<file path="config.mk">
export PLATFORM = sky130hd
export DESIGN_NAME = bank_timing_enforcer
export DESIGN_NICKNAME = d
export VERILOG_FILES = /design/src/rtl/bte_pkg.sv /design/src/rtl/bte_cfg_regs.sv /design/src/rtl/bte_elapsed.sv /design/src/rtl/bte_lat_pipe.sv /design/src/rtl/bank_timing_enforcer.sv
export SDC_FILE = /design/constraint.sdc
export NUM_CORES = 1
export LEC_CHECK = 0
export BUFFER_PORTS_ARGS = -buffer_cell sky130_fd_sc_hd__buf_2
export CAP_MARGIN = 30
export CORE_MARGIN = 10
export CORE_UTILIZATION = 25
export CTS_BUF_LIST = sky130_fd_sc_hd__clkbuf_4 sky130_fd_sc_hd__clkbuf_8
export CTS_CLUSTER_SIZE = 12
export DETAILED_ROUTE_END_ITERATION = 12
export HOLD_SLACK_MARGIN = 0.02
export SLEW_MARGIN = 20
export SYNTH_ARGS = -nofsm -noshare
export SYNTH_HDL_FRONTEND = slang
export SYNTH_HIERARCHICAL = 1
export SYNTH_SLANG_ARGS = --single-unit
</file>
<file path="constraint.sdc">
create_clock -name clk -period 3.78 [get_ports clk]
set_input_delay 0.756 -clock clk [delete_from_list [all_inputs] [get_ports clk]]
set_output_delay 0.756 -clock clk [all_outputs]
set_load 0.05 [all_outputs]
</file>
<file path="src/rtl/bte_pkg.sv">
package bte_pkg;

    localparam int unsigned TW = 5;

    typedef logic [TW-1:0] tval_t;

    typedef enum logic [1:0] {
        CMD_ACT = 2'd0,
        CMD_RD  = 2'd1,
        CMD_WR  = 2'd2,
        CMD_PRE = 2'd3
    } cmd_e;

    typedef enum logic [1:0] {
        BK_CLOSED  = 2'd0,
        BK_OPEN    = 2'd1,
        BK_CLOSING = 2'd2
    } bank_e;

    typedef struct packed {
        tval_t rcd_rd;
        tval_t rcd_wr;
        tval_t ras;
        tval_t rp;
        tval_t cl;
        tval_t cwl;
    } timing_t;

    function automatic tval_t at_least_one(tval_t v);
        return (v == '0) ? tval_t'(1) : v;
    endfunction

    function automatic logic reached(tval_t cnt, tval_t lim);
        return cnt >= lim;
    endfunction

endpackage

</file>
<file path="src/rtl/bte_cfg_regs.sv">
module bte_cfg_regs
    import bte_pkg::*;
#(
    parameter int unsigned DEF_RCD_RD = 4,
    parameter int unsigned DEF_RCD_WR = 2,
    parameter int unsigned DEF_RAS    = 8,
    parameter int unsigned DEF_RP     = 3,
    parameter int unsigned DEF_CL     = 5,
    parameter int unsigned DEF_CWL    = 3
) (
    input  logic    clk,
    input  logic    rst,
    input  logic    load_ok,
    input  timing_t new_cfg,
    output timing_t cfg
);

    timing_t reset_cfg;

    always_comb begin
        reset_cfg.rcd_rd = at_least_one(tval_t'(DEF_RCD_RD));
        reset_cfg.rcd_wr = at_least_one(tval_t'(DEF_RCD_WR));
        reset_cfg.ras    = at_least_one(tval_t'(DEF_RAS));
        reset_cfg.rp     = at_least_one(tval_t'(DEF_RP));
        reset_cfg.cl     = at_least_one(tval_t'(DEF_CL));
        reset_cfg.cwl    = at_least_one(tval_t'(DEF_CWL));
    end

    always_ff @(posedge clk) begin
        if (rst) begin
            cfg <= reset_cfg;
        end else if (load_ok) begin
            cfg.rcd_rd <= at_least_one(new_cfg.rcd_rd);
            cfg.rcd_wr <= at_least_one(new_cfg.rcd_wr);
            cfg.ras    <= at_least_one(new_cfg.ras);
            cfg.rp     <= at_least_one(new_cfg.rp);
            cfg.cl     <= at_least_one(new_cfg.cl);
            cfg.cwl    <= at_least_one(new_cfg.cwl);
        end
    end

endmodule

</file>
<file path="src/rtl/bte_elapsed.sv">
module bte_elapsed #(
    parameter int unsigned W        = 5,
    parameter bit          RST_FULL = 1'b0
) (
    input  logic         clk,
    input  logic         rst,
    input  logic         restart,
    output logic [W-1:0] count
);

    localparam logic [W-1:0] FULL = {W{1'b1}};

    always_ff @(posedge clk) begin
        if (rst) begin
            count <= RST_FULL ? FULL : '0;
        end else if (restart) begin
            count <= W'(1);
        end else if (count != FULL) begin
            count <= count + W'(1);
        end
    end

endmodule

</file>
<file path="src/rtl/bte_lat_pipe.sv">
module bte_lat_pipe #(
    parameter int unsigned W = 5
) (
    input  logic         clk,
    input  logic         rst,
    input  logic         push,
    input  logic [W-1:0] lat,
    output logic         fire,
    output logic         busy
);

    localparam int unsigned DEPTH = 2 ** W;

    logic [DEPTH-1:0] stages;

    always_ff @(posedge clk) begin
        if (rst) begin
            stages <= '0;
        end else begin
            stages <= {stages[DEPTH-2:0], push};
        end
    end

    always_comb begin
        fire = stages[lat - W'(1)];
        busy = |stages;
    end

endmodule

</file>
<file path="src/rtl/bank_timing_enforcer.sv">
module bank_timing_enforcer
    import bte_pkg::*;
#(
    parameter int unsigned ROW_W      = 14,
    parameter int unsigned DEF_RCD_RD = 4,
    parameter int unsigned DEF_RCD_WR = 2,
    parameter int unsigned DEF_RAS    = 8,
    parameter int unsigned DEF_RP     = 3,
    parameter int unsigned DEF_CL     = 5,
    parameter int unsigned DEF_CWL    = 3
) (
    input  logic             clk,
    input  logic             rst,
    input  logic             cfg_load,
    input  logic [TW-1:0]    cfg_rcd_rd,
    input  logic [TW-1:0]    cfg_rcd_wr,
    input  logic [TW-1:0]    cfg_ras,
    input  logic [TW-1:0]    cfg_rp,
    input  logic [TW-1:0]    cfg_cl,
    input  logic [TW-1:0]    cfg_cwl,
    input  logic             req_valid,
    input  logic [1:0]       req_cmd,
    input  logic [ROW_W-1:0] req_row,
    input  logic             req_close,
    output logic             grant,
    output logic             row_hit,
    output logic             bank_open,
    output logic [ROW_W-1:0] open_row,
    output logic             auto_pre,
    output logic             rd_valid,
    output logic             wr_due
);

    localparam int unsigned NPIPE = 2;
    localparam int unsigned P_RD  = 0;
    localparam int unsigned P_WR  = 1;

    timing_t    tcfg;
    timing_t    cfg_in;
    bank_e      state_q;
    logic [ROW_W-1:0] row_q;
    tval_t      act_cnt;
    tval_t      pre_cnt;
    cmd_e       cmd;
    logic       legal;
    logic       act_fire;
    logic       pre_fire;
    logic       col_fire;
    logic       load_ok;
    logic       idle;
    logic [NPIPE-1:0] pipe_push;
    logic [NPIPE-1:0] pipe_fire;
    logic [NPIPE-1:0] pipe_busy;
    tval_t      pipe_lat [NPIPE];

    // configuration
    always_comb begin
        cfg_in.rcd_rd = cfg_rcd_rd;
        cfg_in.rcd_wr = cfg_rcd_wr;
        cfg_in.ras    = cfg_ras;
        cfg_in.rp     = cfg_rp;
        cfg_in.cl     = cfg_cl;
        cfg_in.cwl    = cfg_cwl;
        idle          = (state_q == BK_CLOSED) && (pipe_busy == '0);
        load_ok       = cfg_load && idle;
    end

    bte_cfg_regs #(
        .DEF_RCD_RD(DEF_RCD_RD),
        .DEF_RCD_WR(DEF_RCD_WR),
        .DEF_RAS   (DEF_RAS),
        .DEF_RP    (DEF_RP),
        .DEF_CL    (DEF_CL),
        .DEF_CWL   (DEF_CWL)
    ) u_cfg (
        .clk    (clk),
        .rst    (rst),
        .load_ok(load_ok),
        .new_cfg(cfg_in),
        .cfg    (tcfg)
    );

    // cycles since the row was opened, and since it was closed
    bte_elapsed #(.W(TW), .RST_FULL(1'b0)) u_since_act (
        .clk    (clk),
        .rst    (rst),
        .restart(act_fire),
        .count  (act_cnt)
    );

    bte_elapsed #(.W(TW), .RST_FULL(1'b1)) u_since_pre (
        .clk    (clk),
        .rst    (rst),
        .restart(pre_fire),
        .count  (pre_cnt)
    );

    // command legality
    always_comb begin
        cmd     = cmd_e'(req_cmd);
        row_hit = (state_q == BK_OPEN) && (req_row == row_q);
        legal   = 1'b0;
        unique case (cmd)
            CMD_ACT: legal = (state_q == BK_CLOSED) && reached(pre_cnt, tcfg.rp);
            CMD_RD:  legal = row_hit && reached(act_cnt, tcfg.rcd_rd);
            CMD_WR:  legal = row_hit && reached(act_cnt, tcfg.rcd_wr);
            CMD_PRE: legal = (state_q == BK_CLOSED) ||
                             ((state_q == BK_OPEN) && reached(act_cnt, tcfg.ras));
            default: legal = 1'b0;
        endcase
        grant    = req_valid && legal;
        auto_pre = (state_q == BK_CLOSING) && reached(act_cnt, tcfg.ras);
        act_fire = grant && (cmd == CMD_ACT);
        col_fire = grant && ((cmd == CMD_RD) || (cmd == CMD_WR));
        pre_fire = auto_pre || (grant && (cmd == CMD_PRE) && (state_q == BK_OPEN));
    end

    // bank state and open row
    always_ff @(posedge clk) begin
        if (rst) begin
            state_q <= BK_CLOSED;
            row_q   <= '0;
        end else begin
            if (act_fire) begin
                state_q <= BK_OPEN;
                row_q   <= req_row;
            end else if (pre_fire) begin
                state_q <= BK_CLOSED;
            end else if (col_fire && req_close) begin
                state_q <= BK_CLOSING;
            end
        end
    end

    always_comb begin
        bank_open = (state_q == BK_OPEN);
        open_row  = row_q;
    end

    // data latency trackers, one per direction
    always_comb begin
        pipe_push[P_RD] = grant && (cmd == CMD_RD);
        pipe_push[P_WR] = grant && (cmd == CMD_WR);
        pipe_lat[P_RD]  = tcfg.cl;
        pipe_lat[P_WR]  = tcfg.cwl;
    end

    for (genvar gi = 0; gi < NPIPE; gi++) begin : g_pipe
        bte_lat_pipe #(.W(TW)) u_pipe (
            .clk (clk),
            .rst (rst),
            .push(pipe_push[gi]),
            .lat (pipe_lat[gi]),
            .fire(pipe_fire[gi]),
            .busy(pipe_busy[gi])
        );
    end

    always_comb begin
        rd_valid = pipe_fire[P_RD];
        wr_due   = pipe_fire[P_WR];
    end

endmodule

</file>
==> results.yml, run 1 <==
cells_and_area:
  mostFrequentLayoutCells: "119 x dfxtp_1, 74 x nor2b_1, 68 x buf_2"
  final_nets: 700
  final_cell_area_um2: 6740
  multi_input_area_um2: 2970
  syn_to_final_growth_pct: 20.2
  n_fill_cell: 2316
  seqCellArea_um2: 2400
  layout_commonest_cell: "dfxtp_1"
  diodes: 0
  post-route-util_pct: 30.7
  drive_above_1_share_pct: 20.2
floorplanning:
  dieArea_um2: 28800
  initial_utilization_pct: 25.5
  core_area_um2: 22000
  io_pins: 71
  die_w_um: 170
  rows: 54
  die_y_um: 170
sta:
  fmaxAchievable_mhz: 273
  setup_violations: 0
  relSlewSlack_pct: 42.7
  worst_slack_ns: 0.118
  post-route-min-period_ns: 3.66
  finalHoldViolCount: 0
  setup_tns_ns: 0
  finalCritPeriodShare_pct: 96.9
  slew_violations: 0
  finalClockSkew_ns: 0.0156
  worst_pin_slew_ns: 0.860
route:
  avgRoutedWirePerCell_um: 14.5
  drc: 0
  vias: 4039
  viasPerCell: 4.45
  first_pass_iters: 4
  drt_iter0_drc: 197
  wirelength_mm: 13.1
  detail-route-antenna-nets: 0
synthesis:
  ys_warn_count: 6
  ys_ff_latch: 120
  synth_enable_flop_cells: 0
  synth.distinct_cells: 49
  synth-main-ff-cell: "dfxtp_1"
  synth_nets: 618
  synth_cells: 535
  netlist_area_um2: 5610
  syn_avg_cell_area_um2: 10.5
  ys_seq_area_share_pct: 42.8
  async_flop_share_pct: 0
power_and_ir_drop:
  ir_drop_mv: 0.227
  powerDensity_nw_per_um2: 477
  p_leak_uw: 0.00291
placement:
  port-buffer-count: 70
  pre_cts_slack_ns: 0.0262
  placed_area_um2: 6260
  dp.final_hpwl_mm: 9.66
  globalplace.congestion: 0.765
global_routing:
  first_global_vias: 4060
  antenna_found_initial: 0
  grt_start_max_net_pins: 80
  grt_pass1_wl_mm: 21.3
  grt.overflow.total: 0
  grt_usage_pct: 9.21
clock_network:
  numCtsBuffers: 17
  path_clk_slew_ns: 0.07
  root_buffer: "clkbuf_8"
  cts_sinks: 120
  worstSkewPairLatency_ns: 0.44
  htree_levels: 4
  clock_path_buffers: 2
  cts_tree: "yes"
worst_setup_path:
  r2r_start: "open_row[2]"
  worst_setup_path_start_kind: "flop"
  rr_endpoint: "u_since_pre/count[3]"
  critPathMaxFanout: 8
  cp.required_ns: 3.02
  ff2ff_path_depth: 10
  endpoint_kind: "output port"
  crit_type: "reg2out"
  reg2reg_slack_ns: 0.82
  crit_arrival_ns: 2.91
job:
  cap_violations: 0
min_path:
  hold_depth: 1
  worstHoldEndpoint: "g_pipe[1].u_pipe/stages[24]"
  hp-class: "reg2reg"
  holdCritStartpoint: "g_pipe[1].u_pipe/stages[23]"
status:
  outcome: "complete, no violations"
sequential cells by signal, summed over array words and instances (netlist names):
signal	count
g_pipe.u_pipe/stages	64
u_since_pre/count	5
u_since_act/count	5
u_cfg/cfg	30
open_row	14
state_q	2
metal layers:
metal,vias up,wire (um),GRT usage [%]
met5,-,0,0
met4,0,138,2.98
met3,10,539,2.86
met2,65,5790,14.0
met1,1903,6680,12.2
li1,2061,-,-
cells by family after synthesis:
group | share of synthesized area (%)
compound gates | 5.78
fa+ha+maj | 7.14
xor+xnor | 3.75
flops | 42.8
buf+inv | 4.75
simple gates | 20.3
mux | 15.4
report_power, final:
group | internal, uW | total [uW] | switching, uW
combinational | 264 | 558 | 294
sequential | 1330 | 1390 | 58.3
clock | 757 | 1270 | 510
total | 2350 | 3210 | 862
timing repair:
item                                    CTS  global route
cloned                                    0             0
resized for setup                         4             4
pin swaps                                 0             1
setup buffers                             0             3
endpoints found under the setup margin    3             3
hold buffers                              0             0
final cells by class:
type / count / area share [%]
clock inverter: 9 / 2.21
tap: 280 / 5.20
clock buffer: 21 / 4.10
timing repair buffer: 84 / 6.89
inverter: 35 / 1.95
multi-input combinational: 359 / 44.0
sequential: 120 / 35.7
synth_stat cells, types with 6 or more instances:
| cell type | instances | share of area [%] |
|---|---|---|
| o21ai_0 | 7 | 0.62 |
| nand2_1 | 6 | 0.40 |
| mux4_1 | 16 | 7.5 |
| or4_1 | 9 | 1.2 |
| inv_1 | 35 | 2.3 |
| nand4_1 | 9 | 1.0 |
| ha_1 | 32 | 7.1 |
| nor2b_1 | 75 | 8.4 |
| nor3_1 | 16 | 1.4 |
| xnor2_1 | 19 | 3.0 |
| nor2_1 | 44 | 2.9 |
| a21oi_1 | 8 | 0.71 |
| mux2i_1 | 40 | 7.1 |
| clkbuf_1 | 11 | 0.74 |
| dfxtp_1 | 120 | 43 |
| a211o_1 | 7 | 1.1 |
| nor4_1 | 18 | 2.0 |
worst max-delay path, cell delays in order, from the launching register on:
cell	delay, ns
dfxtp_1	0.38
inv_1	0.12
ha_4	0.36
mux4_1	0.59
mux4_2	0.47
a211o_1	0.32
buf_2	0.22
worst max path at each step:
stage / cells past startpoint / to / from
after floorplan: 6 / grant / state_q[0]
after global placement: 8 / grant / req_row[2]
after detailed placement: 8 / grant / req_row[2]
after CTS: 6 / wr_due / u_cfg/cfg[0]
after global routing: 6 / wr_due / u_cfg/cfg[0]
final: 6 / wr_due / u_cfg/cfg[0]
through the flow:
stage	std cells	total power (uW)	hold WS, ns
2_1_floorplan	535	1830	0.452
3_3_place_gp	875	1940	0.468
3_5_place_dp	875	1960	0.468
4_1_cts	905	3240	0.477
5_1_grt	908	3390	0.492
6_report	908	3210	0.475
No activity file was read; power rests on OpenSTA's default activity.
==> run 2, diff against run 1 <==
BUFFER_PORTS_ARGS = -buffer_cell sky130_fd_sc_hd__clkbuf_2   (was -buffer_cell sky130_fd_sc_hd__buf_2)
CORE_UTILIZATION = 60   (was 25)
GPL_TIMING_DRIVEN = 0   (was not set)
PLACE_DENSITY = 0.82   (was not set)
==> results.yml, run 2 (same netlist as run 1, synthesis figures left out) <==
power_and_ir_drop:
  sequentialPowerShare_pct: 44.3
  combPwrFrac_pct: 18.5
  internal-power_uw: 2230
  ir_drop_mv: 0.296
  switchingPower_uw: 912
  powerDensity_nw_per_um2: 479
  p_leak_uw: 0.00290
  p_sw_share_pct: 29.0
  clkPwrFrac_pct: 37.1
worst_setup_path:
  cp.required_ns: 3.02
  crit_arrival_ns: 2.95
  crit_type: "in2out"
  reg2reg_slack_ns: 0.69
  endpoint_kind: "output port"
  critPathMaxFanout: 4
  worst_setup_path_start_kind: "input pin"
sta:
  finalHoldViolCount: 0
  relSlewSlack_pct: 43.5
  slew_violations: 0
  finalCritPeriodShare_pct: 98.0
  fmaxAchievable_mhz: 270
  setup_violations: 0
  worst_slack_ns: 0.0763
  finalClockSkew_ns: 0.0115
  worst_pin_slew_ns: 0.845
  post-route-min-period_ns: 3.70
floorplanning:
  core_area_um2: 9150
  initial_utilization_pct: 61.3
  die_w_um: 117
  die_y_um: 117
  dieArea_um2: 13600
  io_pins: 71
  rows: 35
global_routing:
  grt_usage_pct: 19.9
  first_global_vias: 4536
  grt.overflow.total: 0
  antenna_found_initial: 0
  grt_start_max_net_pins: 23
  grt_pass1_wl_mm: 21.6
clock_network:
  path_clk_slew_ns: 0.07
  numCtsBuffers: 17
  clock_path_buffers: 2
  root_buffer: "clkbuf_8"
  worstSkewPairLatency_ns: 0.43
  cts_sinks: 120
  htree_levels: 4
  cts_tree: "yes"
cells_and_area:
  layout_commonest_cell: "dfxtp_1"
  syn_to_final_growth_pct: 17.0
  post-route-util_pct: 71.7
  final_nets: 707
  layout.cells.non_filler: 748
  mostFrequentLayoutCells: "118 x dfxtp_1, 74 x nor2b_1, 67 x clkbuf_2"
  largest-register: "g_pipe.u_pipe/stages"
  diodes: 0
  largest_reg_flops: 64
  drive_above_1_share_pct: 19.5
placement:
  pre_cts_slack_ns: -0.0534
  globalplace.congestion: 0.830
  placed_cells: 716
  port-buffer-count: 70
  dp.final_hpwl_mm: 9.53
status:
  outcome: "complete, no violations"
route:
  drt_iter0_drc: 250
  viasPerCell: 5.77
  vias: 4314
  avgRoutedWirePerCell_um: 17.2
  detail-route-antenna-nets: 0
  wirelength_mm: 12.9
  drc: 0
  first_pass_iters: 5
min_path:
  hp-class: "reg2reg"
job:
  cap_violations: 0
[run 2: cell count changes in the layout (fill, tap and decap cells not counted), sizes merged]
cell / before / now
buf: 84 / 12
inv: 35 / 39
bufinv: 4 / 2
clkinvlp: 0 / 1
clkinv: 5 / 6
clkbuf: 21 / 98
[run 2: worst max-delay path, cell delays in order]
cell and delay [ns]:
clkbuf_2 0.10, xor2_1 0.15, or4_1 0.51, or4_1 0.58, a311oi_2 0.26, nor3_1 0.16, nor2b_2 0.21, clkbuf_8 0.22
[run 2: worst paths after layout]
| kind | start | end | cells past startpoint |
|---|---|---|---|
| worst max register to register | open_row[2] | u_since_pre/count[3] | 9 |
| worst min-delay path | g_pipe[0].u_pipe/stages[20] | g_pipe[0].u_pipe/stages[21] | 1 |
| worst min register to register | g_pipe[0].u_pipe/stages[20] | g_pipe[0].u_pipe/stages[21] | 1 |
| worst max-delay path | req_row[2] | grant | 8 |
[run 2: layout make-up]
cell class	instances	area (um2)
clock inverters	13	144
clock buffers	19	262
inverters	35	131
multi-input cells	359	2980
repair buffers	70	368
plain buffers	21	135
well taps	111	139
fillers	637	2590
flip-flops and latches	120	2400
[run 2: metrics by stage]
step	instance area (um2)	setup TNS [ns]	hold WS [ns]	power, uW
2_1_floorplan	5610	0	0.452	1830
3_3_place_gp	6100	0	0.466	1940
3_5_place_dp	6100	-0.0534	0.470	1980
6_report	6560	0	0.483	3140
5_1_grt	6560	-0.00653	0.489	3300
4_1_cts	6550	0	0.483	3150
[run 2: metal layers]
layer  GRT usage [%]  vias to the layer above  wire length, um
li1                -                     2084                -
met1            22.6                     2095             5220
met2            34.5                      111             6720
met3            5.29                       24              703
met4            8.40                        0              212
met5               0                        -                0
[run 2: power groups by stage]
stage,clock network (uW),registers (uW),logic (uW)
2_1_floorplan,0,1420,410
3_3_place_gp,0,1410,530
3_5_place_dp,0,1420,561
4_1_cts,1180,1390,577
5_1_grt,1250,1400,647
6_report,1170,1390,582
[run 2: repair_timing]
item,in CTS,in global routing
setup buffers,0,0
gates cloned,0,0
endpoints found under the setup margin,3,3
gates resized for setup,8,6
hold buffers,0,0
==> run 3, diff against run 2 <==
CORE_UTILIZATION = 64   (was 60)
PLACE_DENSITY = 0.87   (was 0.82)
SYNTH_HIERARCHICAL = not set   (was 1)
clock period = 4.5 ns   (was 3.78 ns; I/O delays follow)
==> results.yml, run 3 <==
status:
  outcome: "complete, no violations"
power_and_ir_drop:
  powerDensity_nw_per_um2: 407
  p_sw_share_pct: 26.8
  internal-power_uw: 1890
  clkPwrFrac_pct: 39.7
  sequentialPowerShare_pct: 44.7
  switchingPower_uw: 691
  combPwrFrac_pct: 15.6
  p_leak_uw: 0.00273
  ir_drop_mv: 0.342
route:
  wirelength_mm: 12.4
  viasPerCell: 5.62
  drt_iter0_drc: 146
  first_pass_iters: 4
  detail-route-antenna-nets: 0
  avgRoutedWirePerCell_um: 17.0
  drc: 0
  vias: 4094
global_routing:
  antenna_found_initial: 0
  grt_start_max_net_pins: 17
  grt_usage_pct: 19.5
  grt_pass1_wl_mm: 20.2
  first_global_vias: 4344
  grt.overflow.total: 0
sta:
  finalCritPeriodShare_pct: 96.0
  rsz0062_at_grt: "no"
  post-route-min-period_ns: 4.32
  worst_pin_slew_ns: 0.865
  finalClockSkew_ns: 0.00984
  relSlewSlack_pct: 42.3
  setup_violations: 0
  slew_violations: 0
  whs_ns: 0.473
  worst_slack_ns: 0.182
  finalHoldViolCount: 0
  setup_tns_ns: 0
  fmaxAchievable_mhz: 232
synthesis:
  synth_top_area_cell: "dfxtp_1"
  ys_seq_area_share_pct: 44.3
  async_flop_share_pct: 0
  synth_cells: 521
  ys_warn_count: 0
  synth.distinct_cells: 43
  synth_nets: 603
  synth_enable_flop_cells: 0
  ys_top_cells_by_area: "dfxtp_1 44%, mux4_2 8.3%, nor2b_1 8.0%"
  netlist_area_um2: 5420
  syn_avg_cell_area_um2: 10.4
  ys_ff_latch: 120
  synth_top_cell_area_share_pct: 44.3
  synth-main-ff-cell: "dfxtp_1"
  synth.most_common_cell: "dfxtp_1"
  ys_top_cells_by_count: "120 x dfxtp_1, 69 x nor2b_1, 56 x nor2_1"
worst_setup_path:
  cp.required_ns: 3.60
  critPathMaxFanout: 7
  reg2reg_slack_ns: 1.59
  ff2ff_path_depth: 8
  endpoint_kind: "output port"
  rr_endpoint: "u_cfg.cfg[23]"
  cp_slowest_stage_delay_ns: 0.47
  crit_type: "in2out"
  crit_arrival_ns: 3.42
  worst_setup_path_start_kind: "input pin"
  path_common_cell: "clkbuf_2"
  crit_slowest_cell: "or4_4"
  crit_chain: "clkbuf_2, inv_1, ha_1, or4b_1, or4_1, or4_4, a21oi_2, clkbuf_2"
  r2r_start: "g_pipe[1].u_pipe.stages[23]"
placement:
  globalplace.congestion: 0.859
  placed_area_um2: 5900
  dp.final_hpwl_mm: 9.23
  pre_cts_slack_ns: 0.194
  port-buffer-count: 69
floorplanning:
  core_area_um2: 8220
  io_pins: 71
  rows: 33
  initial_utilization_pct: 66.0
  die_w_um: 112
  die_y_um: 112
  dieArea_um2: 12600
cells_and_area:
  largest_reg_flops: 64
  mostFrequentLayoutCells: "120 x dfxtp_1, 71 x clkbuf_2, 69 x nor2b_1"
  drive_above_1_share_pct: 21.2
  syn_to_final_growth_pct: 16.8
  diodes: 0
  largest-register: "g_pipe.u_pipe.stages"
  final_nets: 692
  layout_commonest_cell: "dfxtp_1"
  final_cell_area_um2: 6340
clock_network:
  worstSkewPairLatency_ns: 0.42
  clock_path_buffers: 2
  root_buffer: "clkbuf_8"
  cts_sinks: 120
  cts_tree: "yes"
  path_clk_slew_ns: 0.07
  cts_hold_buf: 0
  numCtsBuffers: 17
  htree_levels: 4
min_path:
  worstHoldEndpoint: "g_pipe[1].u_pipe.stages[5]"
  holdCritStartpoint: "g_pipe[1].u_pipe.stages[4]"
  hp-class: "reg2reg"
  hold_depth: 1
job:
  cap_violations: 0
[run 3: cell count changes after synthesis, sizes merged, moves of 4 or more]
cell and change:
mux2i -4, nand2 +9, nor4 +5, a311oi -4
buf -7, nor2 +12, inv -10, nor2b -6
xnor2 -5, nor3 -13, xor2 +7, clkbuf +8
or4 -6
[run 3: stage by stage]
step / utilization, % / total power [uW] / instances
2_1_floorplan: - / 1460 / 521
3_3_place_gp: 71.8 / 1550 / 695
3_5_place_dp: 71.8 / 1570 / 695
4_1_cts: 77.0 / 2590 / 727
5_1_grt: 77.1 / 2670 / 728
6_report: 77.1 / 2580 / 728
[run 3: area by class of cell]
cell class                      count  area [um2]
Clock buffer                       21         283
Tap cell                          105         131
Timing Repair Buffer               70         350
Multi-Input combinational cell    354        2830
Clock inverter                     11         146
Inverter                           25        93.8
Sequential cell                   120        2400
Fill cell                         548        1880
Buffer                             22         101
[run 3: cells by family (layout without fill, tap and decap cells)]
logic type	after synthesis	count (layout)	synth area share, %
multiplexers	58	58	15.4
XOR/XNOR	26	26	4.20
buffers and inverters	47	149	3.55
adder cells (fa/ha/maj)	31	31	7.15
flip-flops	120	120	44.3
AO/OA/AOI/OAI	41	41	5.42
AND/OR/NAND/NOR	198	198	20.0
[run 3: how the worst max path moves through the flow]
stage                       startpoint  slack (ns)        to
after floorplan             req_cmd[0]        0.51     grant
after global placement      req_cmd[0]        0.24     grant
after detailed placement    req_cmd[0]        0.19     grant
after CTS                 u_cfg.cfg[5]        0.07  rd_valid
after global routing        req_cmd[0]        0.09     grant
final                       req_cmd[0]        0.18     grant
[run 3: worst max-delay path, delay by kind of cell]
kind | cells | cell delay [ns]
buffers and inverters | 3 | 0.55
AO/OA/AOI/OAI | 1 | 0.31
AND/OR/NAND/NOR | 3 | 1.34
adder cells (fa/ha/maj) | 1 | 0.33
[run 3: timing repair]
action / CTS / global route
setup endpoints to repair: 1 / 1
buffers inserted: 0 / 0
gates resized for setup: 1 / 1
[run 3: power by group through the flow]
stage / combinational (uW) / sequential [uW] / clock, uW
after floorplan: 283 / 1170 / 0
after global placement: 376 / 1170 / 0
after detailed placement: 396 / 1180 / 0
after CTS: 405 / 1150 / 1040
after global routing: 447 / 1160 / 1070
final: 403 / 1150 / 1020
[run 3: metal layers]
metal  GRT usage, %  vias up  part of all wire (%)
li1               -     2001                     -
met1           20.5     1977                    41
met2           35.5       89                    52
met3           5.54       27                   5.0
met4           8.63        0                   2.2
met5              0        -                     0
